--- src/rtl/devbus_pkg.sv ---
package devbus_pkg;

  localparam int IAW = 32;
  localparam int XDW = 16;

  typedef struct packed {
    logic       ds_style;
    logic       wprot;
    logic       xwait;
    logic [4:0] recov;
    logic [5:0] wst;
    logic       w16;
  } cs_cfg_t;

  localparam int CFGW = $bits(cs_cfg_t);

  typedef enum logic [2:0] {
    ST_IDLE, ST_SETUP, ST_STRB, ST_HOLD, ST_RECOV, ST_DONE
  } seq_st_t;

  // is device cycle k needed for these byte enables
  function automatic logic piece_on(input logic [3:0] be, input logic w16,
                                    input logic [1:0] k);
    if (w16) piece_on = !k[1] && (be[{k[0], 1'b0}] || be[{k[0], 1'b1}]);
    else     piece_on = be[k];
  endfunction

  // lowest needed piece at index >= from; bit 2 set when none remains
  function automatic logic [2:0] seek_piece(input logic [3:0] be, input logic w16,
                                            input logic [2:0] from);
    logic [2:0] r;
    r = 3'b100;
    for (int i = 3; i >= 0; i--) begin
      if (i >= int'(from) && piece_on(be, w16, 2'(i))) r = {1'b0, 2'(i)};
    end
    return r;
  endfunction

  function automatic logic [1:0] lane_addr_lo(input logic w16, input logic [1:0] k);
    return w16 ? {k[0], 1'b0} : k;
  endfunction

  function automatic logic [XDW-1:0] wr_lane(input logic [31:0] wd, input logic w16,
                                             input logic [1:0] k);
    if (w16) return wd[{k[0], 4'b0000} +: 16];
    else     return {8'h00, wd[{k, 3'b000} +: 8]};
  endfunction

  function automatic logic [31:0] merge_rd(input logic [31:0] acc, input logic [XDW-1:0] din,
                                           input logic w16, input logic [1:0] k);
    logic [31:0] r;
    r = acc;
    if (w16) r[{k[0], 4'b0000} +: 16] = din;
    else     r[{k, 3'b000} +: 8] = din[7:0];
    return r;
  endfunction

  function automatic logic [31:0] mask_bytes(input logic [31:0] d, input logic [3:0] be);
    logic [31:0] r;
    for (int b = 0; b < 4; b++) r[8*b +: 8] = be[b] ? d[8*b +: 8] : 8'h00;
    return r;
  endfunction

endpackage

--- src/rtl/devbus_decode.sv ---
module devbus_decode
  import devbus_pkg::*;
#(
  parameter int NCS = 6
) (
  input  logic [IAW-1:0]      addr,
  input  logic [NCS-1:0]      cs_en,
  input  logic [IAW*NCS-1:0]  cs_base,
  input  logic [IAW*NCS-1:0]  cs_mask,
  input  logic [CFGW*NCS-1:0] cs_cfg,
  output logic [NCS-1:0]      hit_oh,
  output logic                miss,
  output cs_cfg_t             sel_cfg
);

  logic [NCS-1:0] raw_hit;
  cs_cfg_t        cfg_arr [NCS];

  for (genvar i = 0; i < NCS; i++) begin : g_win
    assign raw_hit[i] = cs_en[i] &&
      (((addr ^ cs_base[i*IAW +: IAW]) & cs_mask[i*IAW +: IAW]) == '0);
    assign cfg_arr[i] = cs_cfg_t'(cs_cfg[i*CFGW +: CFGW]);
  end

  // lowest index wins: scanned downward so it is assigned last
  always_comb begin
    hit_oh  = '0;
    miss    = 1'b1;
    sel_cfg = '0;
    for (int i = NCS - 1; i >= 0; i--) begin
      if (raw_hit[i]) begin
        hit_oh    = '0;
        hit_oh[i] = 1'b1;
        miss      = 1'b0;
        sel_cfg   = cfg_arr[i];
      end
    end
  end

endmodule

--- src/rtl/devbus_wdog.sv ---
module devbus_wdog #(
  parameter int TW = 16
) (
  input  logic          clk,
  input  logic          rst_n,
  input  logic          busy,
  input  logic [TW-1:0] limit,
  output logic          expire,
  output logic          rst_pulse
);

  logic [TW-1:0] cnt;

  assign expire = busy && (limit != '0) && (cnt == limit);

  always_ff @(posedge clk) begin
    if (!rst_n) begin
      cnt       <= '0;
      rst_pulse <= 1'b0;
    end else begin
      rst_pulse <= expire;
      if (!busy)          cnt <= '0;
      else if (cnt != '1) cnt <= cnt + 1'b1;
    end
  end

  AST_PULSE_SINGLE: assert property (@(posedge clk) disable iff (!rst_n)
    rst_pulse |=> !rst_pulse) else $error("reset request wider than one clock");

endmodule

--- src/rtl/devbus_seq.sv ---
module devbus_seq
  import devbus_pkg::*;
#(
  parameter int NCS = 6,
  parameter int XAW = 26
) (
  input  logic            clk,
  input  logic            rst_n,
  input  logic            req_valid,
  output logic            req_ready,
  input  logic [XAW-1:2]  req_waddr,
  input  logic            req_we,
  input  logic [3:0]      req_be,
  input  logic [31:0]     req_wdata,
  input  logic [NCS-1:0]  hit_oh,
  input  logic            miss,
  input  cs_cfg_t         sel_cfg,
  input  logic            expire,
  input  logic [XDW-1:0]  ext_din,
  input  logic            ext_wait,
  output logic            rsp_valid,
  output logic            rsp_err,
  output logic [31:0]     rsp_rdata,
  output logic            busy,
  output logic            bus_cyc,
  output logic            strb_on,
  output logic            cyc_we,
  output logic            cyc_style,
  output logic [NCS-1:0]  cyc_cs,
  output logic [XAW-1:0]  ext_addr,
  output logic [XDW-1:0]  ext_dout
);

  seq_st_t        st;
  logic [XAW-1:2] r_wa;
  logic           r_we;
  logic [3:0]     r_be;
  logic [31:0]    r_wd;
  cs_cfg_t        r_cfg;
  logic [NCS-1:0] r_csoh;
  logic [1:0]     r_k;
  logic [5:0]     r_wc;
  logic [4:0]     r_rc;
  logic [31:0]    r_rd;
  logic           r_err;

  // named internal events
  logic       acc, wp_block, strb_done, rec_last;
  logic [2:0] first_pc, next_pc;

  assign acc       = req_valid && (st == ST_IDLE);
  assign wp_block  = req_we && sel_cfg.wprot;
  assign first_pc  = seek_piece(req_be, sel_cfg.w16, 3'd0);
  assign next_pc   = seek_piece(r_be, r_cfg.w16, {1'b0, r_k} + 3'd1);
  assign strb_done = (r_wc >= r_cfg.wst) && !(r_cfg.xwait && ext_wait);
  assign rec_last  = (r_rc == r_cfg.recov - 5'd1);

  always_ff @(posedge clk) begin
    if (!rst_n) begin
      st     <= ST_IDLE;
      r_wa   <= '0;
      r_we   <= 1'b0;
      r_be   <= '0;
      r_wd   <= '0;
      r_cfg  <= '0;
      r_csoh <= '0;
      r_k    <= '0;
      r_wc   <= '0;
      r_rc   <= '0;
      r_rd   <= '0;
      r_err  <= 1'b0;
    end else begin
      unique case (st)
        ST_IDLE: if (req_valid) begin
          r_wa   <= req_waddr;
          r_we   <= req_we;
          r_be   <= req_be;
          r_wd   <= req_wdata;
          r_cfg  <= sel_cfg;
          r_csoh <= hit_oh;
          r_rd   <= '0;
          r_k    <= first_pc[1:0];
          r_err  <= miss || wp_block;
          st     <= (miss || wp_block || first_pc[2]) ? ST_DONE : ST_SETUP;
        end
        ST_SETUP: begin
          r_wc <= '0;
          st   <= ST_STRB;
        end
        ST_STRB: begin
          if (strb_done) begin
            if (!r_we) r_rd <= merge_rd(r_rd, ext_din, r_cfg.w16, r_k);
            st <= ST_HOLD;
          end else if (r_wc != 6'h3f) begin
            r_wc <= r_wc + 6'd1;
          end
        end
        ST_HOLD: begin
          if (r_cfg.recov != 5'd0) begin
            r_rc <= '0;
            st   <= ST_RECOV;
          end else if (next_pc[2]) begin
            st <= ST_DONE;
          end else begin
            r_k <= next_pc[1:0];
            st  <= ST_SETUP;
          end
        end
        ST_RECOV: begin
          if (!rec_last) begin
            r_rc <= r_rc + 5'd1;
          end else if (next_pc[2]) begin
            st <= ST_DONE;
          end else begin
            r_k <= next_pc[1:0];
            st  <= ST_SETUP;
          end
        end
        ST_DONE: st <= ST_IDLE;
        default: st <= ST_IDLE;
      endcase
      // timeout overrides whatever the access would do next
      if (expire) begin
        r_err <= 1'b1;
        st    <= ST_DONE;
      end
    end
  end

  assign req_ready = (st == ST_IDLE);
  assign busy      = (st == ST_SETUP) || (st == ST_STRB) || (st == ST_HOLD) || (st == ST_RECOV);
  assign bus_cyc   = (st == ST_SETUP) || (st == ST_STRB) || (st == ST_HOLD);
  assign strb_on   = (st == ST_STRB);
  assign cyc_we    = r_we;
  assign cyc_style = r_cfg.ds_style;
  assign cyc_cs    = r_csoh;
  assign ext_addr  = {r_wa, lane_addr_lo(r_cfg.w16, r_k)};
  assign ext_dout  = wr_lane(r_wd, r_cfg.w16, r_k);
  assign rsp_valid = (st == ST_DONE);
  assign rsp_err   = r_err;
  assign rsp_rdata = r_err ? '0 : mask_bytes(r_rd, r_be);

  AST_MISS_NO_CYCLE: assert property (@(posedge clk) disable iff (!rst_n)
    (acc && miss) |=> (rsp_valid && rsp_err && !bus_cyc)) else $error("unmapped access misbehaved");
  AST_WP_NO_STROBE: assert property (@(posedge clk) disable iff (!rst_n)
    strb_on |-> !(r_we && r_cfg.wprot)) else $error("strobe on protected write");
  AST_RESP_SINGLE: assert property (@(posedge clk) disable iff (!rst_n)
    rsp_valid |=> !rsp_valid) else $error("response held over two clocks");
  AST_NO_ACCEPT_BUSY: assert property (@(posedge clk) disable iff (!rst_n)
    busy |-> !req_ready) else $error("ready while access on bus");

endmodule

--- src/rtl/devbus_ctrl.sv ---
module devbus_ctrl
  import devbus_pkg::*;
#(
  parameter int NCS = 6,
  parameter int XAW = 26,
  parameter int TW  = 16
) (
  input  logic                clk,
  input  logic                rst_n,
  input  logic [NCS-1:0]      cs_en,
  input  logic [IAW*NCS-1:0]  cs_base,
  input  logic [IAW*NCS-1:0]  cs_mask,
  input  logic [CFGW*NCS-1:0] cs_cfg,
  input  logic [TW-1:0]       tmr_limit,
  input  logic                req_valid,
  output logic                req_ready,
  input  logic [IAW-1:0]      req_addr,
  input  logic                req_we,
  input  logic [3:0]          req_be,
  input  logic [31:0]         req_wdata,
  output logic                rsp_valid,
  output logic                rsp_err,
  output logic [31:0]         rsp_rdata,
  output logic [XAW-1:0]      ext_addr,
  output logic [NCS-1:0]      ext_cs_n,
  output logic                ext_rd_n,
  output logic                ext_wr_n,
  output logic                ext_ds_n,
  output logic                ext_rnw,
  output logic [XDW-1:0]      ext_dout,
  output logic                ext_doe,
  input  logic [XDW-1:0]      ext_din,
  input  logic                ext_wait,
  output logic                rst_req
);

  logic [NCS-1:0] hit_oh, cyc_cs;
  logic           miss, expire, busy, bus_cyc, strb_on, cyc_we, cyc_style;
  cs_cfg_t        sel_cfg;

  devbus_decode #(.NCS(NCS)) u_decode (
    .addr(req_addr), .cs_en(cs_en), .cs_base(cs_base), .cs_mask(cs_mask),
    .cs_cfg(cs_cfg), .hit_oh(hit_oh), .miss(miss), .sel_cfg(sel_cfg)
  );

  devbus_seq #(.NCS(NCS), .XAW(XAW)) u_seq (
    .clk(clk), .rst_n(rst_n), .req_valid(req_valid), .req_ready(req_ready),
    .req_waddr(req_addr[XAW-1:2]), .req_we(req_we), .req_be(req_be),
    .req_wdata(req_wdata), .hit_oh(hit_oh), .miss(miss), .sel_cfg(sel_cfg),
    .expire(expire), .ext_din(ext_din), .ext_wait(ext_wait),
    .rsp_valid(rsp_valid), .rsp_err(rsp_err), .rsp_rdata(rsp_rdata),
    .busy(busy), .bus_cyc(bus_cyc), .strb_on(strb_on), .cyc_we(cyc_we),
    .cyc_style(cyc_style), .cyc_cs(cyc_cs), .ext_addr(ext_addr), .ext_dout(ext_dout)
  );

  devbus_wdog #(.TW(TW)) u_wdog (
    .clk(clk), .rst_n(rst_n), .busy(busy), .limit(tmr_limit),
    .expire(expire), .rst_pulse(rst_req)
  );

  // pin formation by strobe style
  assign ext_cs_n = bus_cyc ? ~cyc_cs : '1;
  assign ext_rd_n = !(strb_on && !cyc_style && !cyc_we);
  assign ext_wr_n = !(strb_on && !cyc_style && cyc_we);
  assign ext_ds_n = !(strb_on && cyc_style);
  assign ext_rnw  = !(bus_cyc && cyc_style && cyc_we);
  assign ext_doe  = bus_cyc && cyc_we;

  logic strb_any;
  assign strb_any = !ext_rd_n || !ext_wr_n || !ext_ds_n;

  AST_CS_ONEHOT: assert property (@(posedge clk) disable iff (!rst_n)
    $onehot0(~ext_cs_n)) else $error("several chip selects low");
  AST_SETUP_LEAD: assert property (@(posedge clk) disable iff (!rst_n)
    $rose(strb_any) |-> ($past(ext_cs_n) == ext_cs_n && $past(ext_addr) == ext_addr))
    else $error("no setup clock before strobe");
  AST_HOLD_TAIL: assert property (@(posedge clk) disable iff (!rst_n)
    ($fell(strb_any) && !rsp_valid) |-> (ext_cs_n == $past(ext_cs_n) && ext_cs_n != '1))
    else $error("no hold clock after strobe");
  AST_TMO_RESP: assert property (@(posedge clk) disable iff (!rst_n)
    rst_req |-> (rsp_valid && rsp_err)) else $error("reset request without error response");
  AST_STYLE_EXCL: assert property (@(posedge clk) disable iff (!rst_n)
    !((!ext_rd_n || !ext_wr_n) && !ext_ds_n)) else $error("both strobe styles active");

endmodule

--- config.mk ---
export PLATFORM = sky130hd
export DESIGN_NAME = devbus_ctrl
export DESIGN_NICKNAME = d
export VERILOG_FILES = /design/src/rtl/devbus_pkg.sv /design/src/rtl/devbus_decode.sv /design/src/rtl/devbus_wdog.sv /design/src/rtl/devbus_seq.sv /design/src/rtl/devbus_ctrl.sv
export SDC_FILE = /design/constraint.sdc
export NUM_CORES = 1
export LEC_CHECK = 0
export BUFFER_PORTS_ARGS = -buffer_cell sky130_fd_sc_hd__buf_2
export CORE_AREA = 4 4 260 262
export DETAILED_ROUTE_END_ITERATION = 16
export DIE_AREA = 0 0 264 266
export GPL_ROUTABILITY_DRIVEN = 0
export SLEW_MARGIN = 25
export SYNTH_ARGS = -nofsm -noshare
export SYNTH_HDL_FRONTEND = slang
export SYNTH_SLANG_ARGS = --single-unit
export TNS_END_PERCENT = 100
--- constraint.sdc ---
create_clock -name clk -period 5.3 [get_ports clk]
set_clock_uncertainty 0.15 [all_clocks]
set_input_delay 0.53 -clock clk [delete_from_list [all_inputs] [get_ports clk]]
set_output_delay 0.53 -clock clk [all_outputs]
set_load 0.005 [all_outputs]
==> summary.md, run 1 <==
| Metric | Value |
|---|---|
| Core area | `65400 um2` |
| Area growth syn-to-layout | `41.1%` |
| Worst-margin pin slew | `between 1000 and 1500 ps` |
| CP arrival | `around 4100 ps` |
| Reg2reg start | `u_seq.r_wc[0]` |
| CTS Buf Count | `17` |
| H-tree lvl count | `4` |
| Die Y | `approximately 270 um` |
| RSZ-0062 raised after global routing | `no` |
| Multi-input logic area | `between 8000 and 9000 um2` |
| Final Util | `0.251` |
| Post-Route WL | `between 80 and 90 mm` |
| First-pass GRT wire length | `roughly 110 mm` |
| Longest Clk Path Bufs | `2` |
| Fin. Hold Viols | `0` |
| Crit-path max cell delay | `720 ps` |
| Setup Buffers After CTS | `0` |
| Worst-path cell chain | `buf_2 -> xor2_1 -> a22oi_1 -> nand4_1 -> nor4_1 -> and2_1 -> o311a_1 -> o2111ai_1 -> a31oi_1 -> a211oi_1` |
| DRC violations left | `0` |
| GRT overflow | `0` |
| Fin cells | `3044` |
| Combinational Power Share | `0.406` |
| Post-synth EDFFs | `0` |
| Relative slew slack | `0.323` |
| Top Ports | `about 670` |
| Final Max Tran Viols | `0` |
| Net Count, Synth | `approximately 2100` |
| # fillers | `7324` |
| Period utilization | `0.743` |
| Crit path kind | `primary input to flip-flop` |
| Cells after Synth | `between 1500 and 2000` |
| # hold bufs at CTS | `0` |
| Num rows | `between 90 and 100` |
| Total GRT Usage | `0.224` |
| DRT antenna net count | `0` |
| Ys async rst share | `0` |
| Clock sinks | `approximately 150` |
| Startpoint Class | `primary input` |
| Switching Share | `0.412` |
| Endpoints failing setup | `0` |
| # port buffers | `673` |
| Vias in the first global route | `about 15000` |
| #FFs+latches synth | `approximately 150` |
| Pwr dens | `~270 nW/um2` |
| Mean post-synth cell area | `roughly 7.6 um2` |
| Share of total power in the clock network | `0.295` |
| Switching pwr | `~1800 uW` |
| Area of the mapped netlist | `between 10000 and 15000 um2` |
| Fraction of layout cells with a size suffix above 1 | `0.341` |
| Routed len/inst | `around 27 um` |
| CTS clock-pin slew for the worst setup and hold paths | `about 70 ps` |
| Hold_ws | `around 140 ps` |
| Commonest register cell after synthesis | `dfxtp_1` |
| Detailed placer's ending HPWL | `approximately 70 mm` |
| Nets | `2744` |
| Synth unique cells | `between 60 and 70` |
| Initial DRC Count | `1351` |
| Max FO, Critical Path | `15` |
| Initial antenna violation count | `55` |
| Placed Cells | `about 3000` |
| Root Driver | `clkbuf_16` |
| Crit end category | `flip-flop` |
| Sequential standard cell area | `~3000 um2` |
| First drt pass iteration count | `8` |
| Clock insertion delay at the later pin of the skew report | `470 ps` |
| Initial core utilization | `0.178` |
| Largest net degree at the start of global routing | `70` |
| Slowest-stage cell, CP | `nor4_1` |
| Seq/Total Area, Yosys | `0.253` |
| CTS tree | `built` |
| Max Freq | `0.254 GHz` |
| Worst min-delay path category | `primary input to flip-flop` |
| Final Critical Period | `3940 ps` |
| Die Wd | `264 um` |
| Setup TNS | `0 ps` |
| CP required | `5470 ps` |
| Die Area | `around 70000 um2` |
| CP Launch Point | `req_addr[9]` |
| VDD IR max | `between 100 and 150 uV` |
| Flop pwr share | `0.299` |
| Routed vias/inst | `4.99` |
| CTS resizes | `0` |
| Outcome | `complete, no violations` |
| Pleak | `around 0.0073 uW` |
| Int Power | `2610 uW` |
| Via count | `~15000` |
| Max-cap viol count | `0` |
| Hold_sp | `cs_cfg[8]` |
| Synth Warn # | `0` |
[state kept, by name (all words and copies together), names as in the netlist, 4 cells and up]
register      cells
u_seq.cyc_cs      6
u_seq.r_be        4
u_seq.r_cfg      13
u_seq.r_rc        5
u_seq.r_rd       32
u_seq.r_wa       24
u_seq.r_wc        6
u_seq.r_wd       32
u_wdog.cnt       16
[synthesized netlist by cell type, types with 26 or more instances]
cell        n  area [um2]
o21ai_0    40         200
nand4_1    54         338
a21oi_1    94         470
buf_2      26         130
nand3_1    34         170
and2_1     40         250
nor2_1     63         236
nand2_1   283        1060
mux2i_1    50         500
xor2_1    220        1930
inv_1      32         120
dfxtp_1   147        2940
clkbuf_1   51         191
a22oi_1   150        1130
[power groups by stage]
stage	clock network, uW	registers (uW)	logic [uW]
final	1310	1330	1800
after global routing	1400	1350	1950
after CTS	1360	1330	1800
after detailed placement	0	1350	1790
after global placement	0	1350	1790
after floorplan	0	1310	1020
[critical path, delay by kind of cell]
family | cells | cell delay (ps)
XOR/XNOR | 1 | 130
buffers and inverters | 1 | 420
AND/OR/NAND/NOR | 3 | 1570
AO/OA/AOI/OAI | 5 | 1440
[logic make-up after synthesis]
family	share of synthesized area
DFF	0.253
buffers and inverters	0.0484
xor gates and xnor gates	0.173
adders and majority gates	0.0172
AOI/OAI and AO/OA	0.238
and+or+nand+nor	0.221
muxes	0.0489
[final timing paths]
path / endpoint / cells after the start / slack (ps)
setup / recovery: u_seq.rsp_err / 10 / 1360
hold / removal: u_seq.r_cfg[8] / 3 / 140
setup reg to reg: u_seq.r_rd[20] / 11 / 1990
hold reg to reg: u_seq.r_wa[25] / 2 / 300
[metrics by stage]
| step | setup WS [ps] | instance area (um2) | power, uW |
|---|---|---|---|
| 3_3_place_gp | 1090 | 15700 | 3150 |
| 6_report | 1360 | 16400 | 4440 |
| 5_1_grt | 1350 | 16400 | 4690 |
| 3_5_place_dp | 1030 | 15700 | 3140 |
| 2_1_floorplan | 2420 | 11600 | 2340 |
| 4_1_cts | 1530 | 16300 | 4490 |
[layout by cell type, fill, tap and decap left out, types with 19 or more instances in the layout]
cell type    n
a31oi_1     19
o22ai_1     25
and2_1      39
xor2_1     220
diode_2     24
a22oi_1    150
a21oi_1     94
mux2i_1     50
o21ai_0     40
inv_1       32
dfxtp_1    146
nand3_1     34
nand2_1    281
nor2_1      62
nand4_1     54
buf_2      673
[layout make-up]
type | count | share of cell area
inverter | 34 | 0.00787
antenna | 24 | 0.00367
clock buffer | 18 | 0.0268
tap | 864 | 0.0660
multi-input combinational | 1261 | 0.496
clock inverter | 14 | 0.0105
timing repair buffer | 682 | 0.210
sequential | 147 | 0.180
[routing by layer]
metal  vias up  global-route usage  wire length, um
li1       6764                   -                -
met1      7159               0.279            33700
met2       993               0.353            36700
met3       230              0.0737             8230
met4        32              0.0982             4060
met5         -                   0              202
No activity file was read; power rests on OpenSTA's default activity.
==> run 2, diff against run 1 <==
Clock period 5.3 ns to 3.4 ns, I/O delays scaled along.
==> summary.md, run 2 (synthesis gave the netlist of run 1 again) <==
| Metric | Value |
|---|---|
| Top Ports | `674 (unchanged)` |
| DRC violations left | `0 (unchanged)` |
| Tot Pwr | `7130 uW (was 4440 uW)` |
| Pwr dens | `408 nW/um2 (was 271 nW/um2)` |
| Hold Path End | `u_seq.r_wd[4] (was u_seq.r_cfg[8])` |
| Multi-input logic area | `8120 um2 (unchanged)` |
| Share of total power in the clock network | `0.297 (was 0.295)` |
| Startpoint Class | `primary input (unchanged)` |
| Crit end category | `flip-flop (unchanged)` |
| CP required | `3650 ps (was 5470 ps)` |
| Max Freq | `about 0.32 GHz` |
| Hold path cells | `3 (unchanged)` |
| Period utilization | `0.927` |
| Worst Path Buf+Inv | `3 (was 1)` |
| Die Area | `70200 um2 (unchanged)` |
| VDD IR max | `266 uV (was 133 uV)` |
| CTS clock-pin slew for the worst setup and hold paths | `70 ps (about the same)` |
| Reg2Reg Setup Slack | `310 ps (was 1990 ps)` |
| # port buffers | `673 (unchanged)` |
| Die Wd | `264 um (unchanged)` |
| Wire length on met1 | `34.2 mm (was 33.7 mm)` |
| First drt pass iteration count | `8 (unchanged)` |
| Fraction of layout cells with a size suffix above 1 | `0.349 (was 0.341)` |
| Crit path kind | `primary input to flip-flop (unchanged)` |
| Placed Cells | `3047 (was 2988)` |
| Pleak | `0.00785 uW (was 0.00726 uW)` |
| CTS tree | `built (unchanged)` |
| Initial core utilization | `0.178 (unchanged)` |
| Placed Area | `16300 um2 (was 15700 um2)` |
| Via count | `15500 (was 15200)` |
| Crit-path max cell delay | `560 ps (was 720 ps)` |
| Core area | `65400 um2 (unchanged)` |
| Critical path depth | `12 (was 10)` |
| Sequential standard cell area | `2940 um2 (unchanged)` |
| Top flop regs | `u_seq.r_rd x32, u_seq.r_wd x32, u_seq.r_wa x24 (unchanged)` |
| Setup TNS | `0 ps (unchanged)` |
| Total GRT Usage | `0.226 (was 0.224)` |
| WL met3 | `7.66 mm (was 8.23 mm)` |
| Clock insertion delay at the later pin of the skew report | `460 ps (was 470 ps)` |
| Clock sinks | `147 (unchanged)` |
| Reg2reg start | `u_seq.r_wc[0] (unchanged)` |
| Max layer used | `met5 (unchanged)` |
| CP delay by family, top | `buffers and inverters (was simple AND/OR/NAND/NOR gates)` |
| Fin cells | `3148 (was 3044)` |
| Detailed placer's ending HPWL | `71.5 mm (was 69.3 mm)` |
| Routed len/inst | `26.6 um (was 27.2 um)` |
| Max FO, Critical Path | `14 (was 15)` |
| Fin. Hold Viols | `0 (unchanged)` |
| Initial DRC Count | `1327 (was 1351)` |
| Switching Share | `0.402 (was 0.412)` |
| Combinational Power Share | `0.414 (was 0.406)` |
| Worst-margin pin slew | `994 ps (was 1010 ps)` |
| Max-cap viol count | `0 (unchanged)` |
| Num rows | `94 (unchanged)` |
| # fillers | `7295 (was 7324)` |
| First-pass GRT wire length | `113 mm (was 112 mm)` |
| Setup Buffers After CTS | `0 (unchanged)` |
| GRT overflow | `0 (unchanged)` |
| Post-Route WL | `83.8 mm (was 82.9 mm)` |
| DRT antenna net count | `0 (unchanged)` |
| Longest Clk Path Bufs | `2 (unchanged)` |
| Endpoints failing setup | `0 (unchanged)` |
| Routed vias/inst | `4.91 (was 4.99)` |
| H-tree lvl count | `4 (unchanged)` |
| Hold_sp | `req_wdata[4] (was cs_cfg[8])` |
| Worst-path cell chain | `buf_2 -> xor2_1 -> a22oi_1 -> nand4_1 -> or4_1 -> a211oi_2 -> buf_12 -> nand2_1 -> a31oi_1 -> o22ai_1 -> o21ai_1 -> dlygate4sd3_1 (was buf_2 -> xor2_1 -> a22oi_1 -> nand4_1 -> nor4_1 -> and2_1 -> o311a_1 -> o2111ai_1 -> a31oi_1 -> a211oi_1)` |
| Switching pwr | `2870 uW (was 1830 uW)` |
| Final Critical Period | `about 3200 ps` |
| Vias in the first global route | `15100 (was 14700)` |
| CP arrival | `3400 ps (was 4110 ps)` |
| Design area | `17500 um2 (was 16400 um2)` |
| R2r endpoint | `u_seq.r_wc[3] (was u_seq.r_rd[20])` |
| Int Power | `4270 uW (was 2610 uW)` |
| Relative slew slack | `0.335 (was 0.323)` |
| Worst Reg-to-Reg Cells | `11 (unchanged)` |
| Final Max Tran Viols | `0 (unchanged)` |
| Root Driver | `clkbuf_16 (unchanged)` |
| Worst min-delay path category | `primary input to flip-flop (unchanged)` |
| Met2 wire length | `37.8 mm (was 36.7 mm)` |
| Outcome | `complete, no violations (unchanged)` |
| Nets | `2857 (was 2744)` |
| Area growth syn-to-layout | `50.5% (was 41.1%)` |
| Largest net degree at the start of global routing | `70 (unchanged)` |
| Hold_ws | `21.8 ps (was 138 ps)` |
| Slowest-stage cell, CP | `or4_1 (was nor4_1)` |
| Most frequent cells in the layout | `673 x buf_2, 282 x nand2_1, 220 x xor2_1, 150 x a22oi_1, 146 x dfxtp_1 (was 673 x buf_2, 281 x nand2_1, 220 x xor2_1, 150 x a22oi_1, 146 x dfxtp_1)` |
| Most common cell after layout, fill and taps aside | `buf_2 (unchanged)` |
| Initial antenna violation count | `52 (was 55)` |
| Die Y | `266 um (unchanged)` |
| RSZ-0062 raised after global routing | `no (unchanged)` |
| Flop pwr share | `0.290 (was 0.299)` |
| CTS Buf Count | `17 (unchanged)` |
## run 2: worst min-delay path: stages
cell     delay (ps)
buf_2           100
nand2_1          80
a21oi_1          60
## run 2: per-layer routing
| layer | vias up | global-route usage |
|---|---|---|
| met1 | 7278 | 0.281 |
| met5 | - | 0.0108 |
| met2 | 945 | 0.367 |
| li1 | 6991 | - |
| met3 | 210 | 0.0660 |
| met4 | 34 | 0.0885 |
## run 2: final cells by class
class,instances,share of cell area
sequential,147,0.168
inverter,34,0.00737
timing repair buffer,795,0.259
clock buffer,18,0.0251
tap,864,0.0618
multi-input combinational,1261,0.465
antenna,15,0.00215
clock inverter,14,0.0118
## run 2: worst max path at each step
| stage | from | endpoint | slack (ps) |
|---|---|---|---|
| after floorplan | u_seq.r_wc[0] | u_seq.r_wc[3] | 630 |
| after global placement | req_addr[25] | u_seq.rsp_err | 60 |
| after detailed placement | req_addr[25] | u_seq.rsp_err | 80 |
| after CTS | u_seq.r_wc[0] | u_seq.r_rd[28] | 140 |
| after global routing | u_seq.r_wc[0] | u_seq.r_rd[28] | 70 |
| final | req_addr[15] | u_seq.r_cfg[5] | 250 |
## run 2: through the flow
stage,worst slack [ps],utilization
CTS,138,0.267
finish,249,0.267
floorplan,632,-
global placement,60.8,0.249
global route,73.6,0.267
detailed placement,77.9,0.249
## run 2: timing repair
action                                 4_1_cts  5_1_grt
hold buffers                                54        0
resized for setup                            0        1
setup endpoints to repair                    0        8
endpoints found under the hold margin       52        0
## run 2: power by group through the flow
| stage | clock (uW) | sequential [uW] | combinational [uW] |
|---|---|---|---|
| finish | 2120 | 2070 | 2950 |
| global route | 2260 | 2090 | 3180 |
| CTS | 2210 | 2060 | 2940 |
| detailed placement | 0 | 2100 | 2880 |
| global placement | 0 | 2100 | 2870 |
| floorplan | 0 | 2040 | 1600 |
